[config.mk]
export PLATFORM = sky130hd
export DESIGN_NAME = branch_unit
export DESIGN_NICKNAME = d
export VERILOG_FILES = /design/src/rtl/branch_unit.sv
export SDC_FILE = /design/constraint.sdc
export NUM_CORES = 1
export LEC_CHECK = 0
export ABC_AREA = 1
export BUFFER_PORTS_ARGS = -buffer_cell sky130_fd_sc_hd__buf_2
export CAP_MARGIN = 20
export CORE_MARGIN = 8
export CORE_UTILIZATION = 61
export CTS_BUF_LIST = sky130_fd_sc_hd__clkbuf_4
export DETAILED_ROUTE_END_ITERATION = 6
export PLACE_DENSITY = 0.92
export SYNTH_ARGS = -nofsm -noshare
export SYNTH_HDL_FRONTEND = slang
export SYNTH_SLANG_ARGS = --single-unit
[constraint.sdc]
create_clock -name clk -period 3.65 [get_ports clk]
set_input_delay 0.1825 -clock clk [delete_from_list [all_inputs] [get_ports clk]]
set_output_delay 0.1825 -clock clk [all_outputs]
set_load 0.01 [all_outputs]
[src/rtl/branch_unit.sv]
module branch_unit #(
  parameter int ADDR_W = 32
) (
  input  logic              clk,
  input  logic              rst_n,
  input  logic              start,
  input  logic [15:0]       insn_hi,
  input  logic [15:0]       insn_lo,
  input  logic              flag_c,
  input  logic              flag_o,
  input  logic              flag_n,
  input  logic              flag_z,
  input  logic [ADDR_W-1:0] insn_addr,
  input  logic [ADDR_W-1:0] sp,
  input  logic              st_ack,
  output logic              done,
  output logic              taken,
  output logic [ADDR_W-1:0] next_pc,
  output logic              st_req,
  output logic [ADDR_W-1:0] st_addr,
  output logic [ADDR_W-1:0] st_data
);
  localparam int          OFF_W     = 24;
  localparam logic [3:0]  JUMP_CLS  = 4'b0001;
  localparam logic [3:0]  CC_CALL   = 4'b1111;
  localparam logic [ADDR_W-1:0] STEP = ADDR_W'(4);

  logic [3:0]        cc;
  logic [OFF_W-1:0]  disp;
  logic [ADDR_W-1:0] ret_addr, target, tgt_q;
  logic              is_jump, accept, go;

  assign cc       = insn_hi[11:8];
  assign disp     = {insn_hi[7:0], insn_lo};
  assign ret_addr = insn_addr + STEP;
  assign target   = ret_addr + {{(ADDR_W-OFF_W){disp[OFF_W-1]}}, disp};
  assign is_jump  = insn_hi[15:12] == JUMP_CLS;
  assign accept   = start && is_jump && !st_req;

  always_comb begin
    case (cc)
      4'b0000: go = 1'b1;
      4'b0001: go = flag_z;
      4'b0010: go = flag_n;
      4'b0100: go = flag_o;
      4'b1000: go = flag_c;
      4'b1110: go = !flag_z;
      4'b1101: go = !flag_n;
      4'b1011: go = !flag_o;
      4'b0111: go = !flag_c;
      default: go = 1'b0;
    endcase
  end

  always_ff @(posedge clk or negedge rst_n) begin
    if (!rst_n) begin
      done    <= 1'b0;
      taken   <= 1'b0;
      next_pc <= '0;
      st_req  <= 1'b0;
      st_addr <= '0;
      st_data <= '0;
      tgt_q   <= '0;
    end else begin
      done <= 1'b0;
      if (st_req) begin
        if (st_ack) begin
          st_req  <= 1'b0;
          done    <= 1'b1;
          taken   <= 1'b1;
          next_pc <= tgt_q;
        end
      end else if (accept) begin
        if (cc == CC_CALL) begin
          st_req  <= 1'b1;
          st_addr <= sp;
          st_data <= ret_addr;
          tgt_q   <= target;
        end else begin
          done    <= 1'b1;
          taken   <= go;
          next_pc <= go ? target : ret_addr;
        end
      end
    end
  end
endmodule

# [Yosys cells after proc, flatten, opt, wreduce, memory -nomap -nowiden]
# Index checks and enable logic that the tools add are counted.
[op_classes] n_addsub=2 n_eq_ne=12 n_mux=18 bitwise_logic=1 reduce_logical=11
[op_table] operator="32-bit two-way mux" count=5
[op_table] operator="32-bit by 3-bit adder with 32-bit output (second input constant)" count=1
[op_table] operator="32-bit adder" count=1
[op_table] operator="4-bit == test (second input constant)" count=5
[op_table] operator="1-bit two-way mux" count=12
[op_table] operator="1-bit case mux with 9 select lines" count=1
[op_table] operator="4-bit by 1-bit == test with 1-bit output (second input constant)" count=2
[op_table] operator="4-bit by 3-bit == test with 1-bit output (second input constant)" count=2
[op_table] operator="3-bit AND reduction" count=2
[op_table] operator="1-bit zero test" count=5
[op_table] operator="4-bit by 2-bit == test with 1-bit output (second input constant)" count=1
[op_table] operator="4-bit zero test" count=1
[op_table] operator="2-bit != test (second input constant)" count=2
[op_table] operator="1-bit logical AND" count=2
[op_table] operator="2-bit nonzero test" count=1
[op_table] operator="1-bit inverter" count=1
[word_totals] ff_bits=131 inputBits=104 out_inout_bits=99 elab_cells=51

# [Depth between registers and ports, before layout]
[logic_depth] depth_word=6 ltp_mapped=23 mapped_depth_nobuf=23

# [Worst setup path after synthesis]
# No wires, ideal clock.
[synth_path] path_kind="input to register" from="input port insn_addr[2]" to="register next_pc[28]" setup_ns=0.116 arrival_time_ns=2.248 t_required_ns=3.534 path_slack_ns=1.286 cell_stages=17 cell_sequence="ha_1 > inv_1 > nor2_2 > nand2_1 > nor2_1 > xor2_1 > inv_1 > ha_1 > nand2_1 > nor2_1 > inv_1 > o21ai_0 > a21oi_1 > nand3_1 > nand3_1 > nand2_1 > nand2_1"
[synth_between] elab_chain_len=6
[synth_rtl] element="from (decl)" line_no="13" text="input logic [ADDR_W-1:0] insn_addr,"
[synth_rtl] element="32-bit by 3-bit adder with 32-bit output" line_no="35" text="assign ret_addr = insn_addr + STEP;"
[synth_rtl] element="net ret_addr[18]" line_no="30" text="logic [ADDR_W-1:0] ret_addr, target, tgt_q;"
[synth_rtl] element="32-bit adder" line_no="36" text="assign target = ret_addr + {{(ADDR_W-OFF_W){disp[OFF_W-1]}}, disp};"
[synth_rtl] element="32-bit two-way mux" line_no="82" text="next_pc <= go ? target : ret_addr;"
[synth_rtl] element="32-bit two-way mux" line_no="74" text="if (cc == CC_CALL) begin"
[synth_rtl] element="32-bit two-way mux" line_no="73" text="end else if (accept) begin"
[synth_rtl] element="32-bit two-way mux" line_no="66" text="if (st_req) begin"
[synth_rtl] element="to (signal assigned)" line_no="71" text="next_pc <= tgt_q;"
[synth_rtl] element="to (signal assigned)" line_no="82"
[synth_rtl] element="to (decl)" line_no="18" text="output logic [ADDR_W-1:0] next_pc,"
# The timed path passes the listed nets, and every way through them passes these cells. The select of a mux whose other input is x is not followed.
# A chain may end at the register's enable or synchronous reset.

# [Worst setup path after layout]
[layout_path] from="input port insn_addr[2]" to="register tgt_q[20]"
[layout_between] elab_chain_len=2
[layout_rtl] element="32-bit by 3-bit adder with 32-bit output" line_no="35"
[layout_rtl] element="net ret_addr[18]" line_no="30"
[layout_rtl] element="32-bit adder" line_no="36"
[layout_rtl] element="to (signal assigned)" line_no="78" text="tgt_q <= target;"
[layout_rtl] element="to (decl)" line_no="30"
# The timed path passes the listed nets, and every way through them passes these cells.

==> impl_metrics.yaml <==
run_status:
  status: "finished, final reports clean"
synthesis:
  synth-seq-cells: 131
  synth_top_area_cell: "dfrtp_1"
  synthSimpleGateAreaFrac: 0.344
  synth_cell_types: 43
  synth_top_area_frac: 0.365
  syn_inst: 1312
  yosysSeqAreaShare: 0.365
  synth_xor_xnor_area_share: 0.0254
  yosys-top-cells-area: "dfrtp_1, nand2_1, inv_1, ha_1, nor2_1"
  syn_nets: 1455
  synth-compound-area-share: 0.109
  synth_top_family_by_area: "simple AND/OR/NAND/NOR gates"
  synth_area_um2: 8970
  synthAdderAreaFrac: 0.0552
  muxShareOfSynthArea: 0
  syn_area_per_cell_um2: 6.84
  ys_warn_count: 0
routing:
  via_count: 9780
  drtPass1Iterations: 7
  routed_via_density: 5.59
  wl_mm: 31.3
  wire_per_inst_um: 17.9
  drt_iter0_markers: 1009
  ant_nets: 0
  drc: 0
die:
  die_h_um: 137
  pin_count: 203
  die_x_um: 137
  die-area_um2: 18800
  rows: 44
  core_area_um2: 14500
  start_util: 0.620
clock_tree:
  cts.sinks: 131
  cts-resized-gates: 0
  cts_buffers: 17
  clk_latency_ns: 0.57
  cts-root-buf: "clkbuf_4"
  cts_tree: "built"
  clk_pin_slew_worst_paths_ns: 0.14
  clockBufferDepth: 2
  htreeDepth: 4
power_and_ir_drop:
  leakagePower_nw: 6.14
  p_per_area_nw_per_um2: 359
  peakVddDrop_mv: 0.225
global_routing:
  grt_start_max_net_pins: 89
  overflow: 0
  grt_first_pass_wirelength_mm: 49.5
  grt_usage: 0.336
  grt_pass1_vias: 9560
  antenna_found_initial: 1
setup_path:
  critPathKind: "input pin to flip-flop"
  crit_arrival_ns: 3.71
  start_kind: "input pin"
  crit_fanout: 5
  cp-end-kind: "flip-flop"
  cp.required_ns: 4.07
layout:
  synthToLayoutAreaGrowth_pct: 20.3
  final_cell_mix: "nand2_1, buf_2, inv_1"
  layout_commonest_cell: "nand2_1"
  fin_area_um2: 10800
  num-nets-final: 1693
  drive_above_1_share: 0.202
timing:
  tns_ns: 0
  setup_viol: 0
  fin_crit_ns: 3.29
  final-max-slew-violation-count: 0
  rsz0062_at_grt: "false"
  hold_viol: 0
  clock.fmax_mhz: 304
  finalClockSkew_ns: 0.0201
  min_period_over_period: 0.901
  tightest_slew_ns: 0.933
  max_slew_margin: 0.378
worst_hold_path:
  hold_class: "input pin to flip-flop"
placement:
  dpl_cell_area_um2: 10100
  place_congestion: 0.984
  hpwl_mm: 22.3
  io_buffer_count: 202
job:
  maxCapViolations: 0
timing repair:
action / CTS / global route
hold buffers: 44 / 0
hold endpoints to repair: 93 / 0
buffers inserted: 0 / 0
cells in the mapped netlist, drive strengths merged:
master,count
nand2,502
inv,181
dfrtp,131
nor2,115
o21ai,83
nand3,75
a21oi,73
ha,38
xor2,20
buf,16
clkbuf,16
nor3,16
nand4,9
xnor2,6
a31oi,5
nand3b,4
o21bai,4
o22ai,4
a21o,2
and2,2
and3,2
o211ai,2
or2,2
clkinv,1
dlymetal6s2s,1
fa,1
o22a,1
report_power, final:
group          leakage [nW]  internal (mW)  switching (mW)
Clock                 0.141          0.356           0.643
Combinational          4.33          0.428           0.738
Sequential             1.66           1.62          0.0990
cell type report:
| type | count | area (µm²) |
|---|---|---|
| Multi-Input combinational cell | 966 | 4790 |
| Sequential cell | 131 | 3280 |
| Timing Repair Buffer | 252 | 1520 |
| Tap cell | 184 | 230 |
| Antenna cell | 1 | 2.50 |
| Fill cell | 1164 | 3680 |
| Inverter | 182 | 691 |
| Clock inverter | 15 | 149 |
| Clock buffer | 17 | 128 |
state kept, by name, indices dropped and copies added (netlist names):
signal / count
taken: 1
next_pc: 32
st_data: 32
tgt_q: 32
done: 1
st_addr: 32
st_req: 1
cell families (layout without fill, tap and decap cells):
| family | Yosys count | after routing |
|---|---|---|
| and+or+nand+nor | 727 | 727 |
| buffers and inverters | 215 | 466 |
| AOI/OAI and AO/OA | 174 | 174 |
| DFF | 131 | 131 |
| adders and majority gates | 39 | 39 |
| xor gates and xnor gates | 26 | 26 |
| other | 0 | 1 |
metal layers:
metal	wire length [µm]	share of wire	global-route usage
met5	0	0	0
met4	1420	0.045	0.165
met3	3130	0.10	0.0802
met2	14300	0.46	0.550
met1	12400	0.40	0.410
critical path, cell delays in order:
cell,delay [ns]
dlygate4sd3_1,0.52
buf_2,0.14
ha_1,0.25
inv_1,0.09
nor2_2,0.22
nand2_1,0.17
nor2_1,0.17
xor2_1,0.22
inv_1,0.15
ha_1,0.39
nand2_1,0.15
nor2_1,0.17
inv_1,0.10
o21ai_0,0.32
inv_1,0.10
nand3_1,0.11
nand2_1,0.08
nand3_1,0.08
o21ai_0,0.10
per-stage QoR:
| stage | total power [mW] | hold slack (ns) | cells | utilization | setup slack, ns |
|---|---|---|---|---|---|
| 5_1_grt | 4.08 | 0.0550 | 1748 | 0.746 | 0.0605 |
| 3_5_place_dp | 2.84 | 0.246 | 1671 | 0.696 | 0.410 |
| 4_1_cts | 3.85 | 0.00340 | 1747 | 0.745 | 0.457 |
| 2_1_floorplan | 2.39 | -0.113 | 1312 | - | 1.29 |
| 6_report | 3.88 | 0.0246 | 1748 | 0.746 | 0.362 |
| 3_3_place_gp | 2.81 | 0.244 | 1671 | 0.696 | 0.437 |
final timing paths:
check                                       startpoint                       to  slack, ns  cells past startpoint
worst max-delay path                      insn_addr[2]    tgt_q[20]$_DFFE_PN0P_       0.36                     19
worst min-delay path                     insn_addr[29]  st_data[29]$_DFFE_PN0P_       0.02                      4
worst max register to register        st_req$_DFF_PN0_   next_pc[2]$_DFFE_PN0P_       0.99                      8
worst min register to register  st_data[0]$_DFFE_PN0P_   st_data[0]$_DFFE_PN0P_       0.49                      2
max in group asynchronous                        rst_n    tgt_q[31]$_DFFE_PN0P_       2.57                      3
min in group asynchronous                        rst_n   st_addr[9]$_DFFE_PN0P_       0.20                      2
No activity file was read; power rests on OpenSTA's default activity.
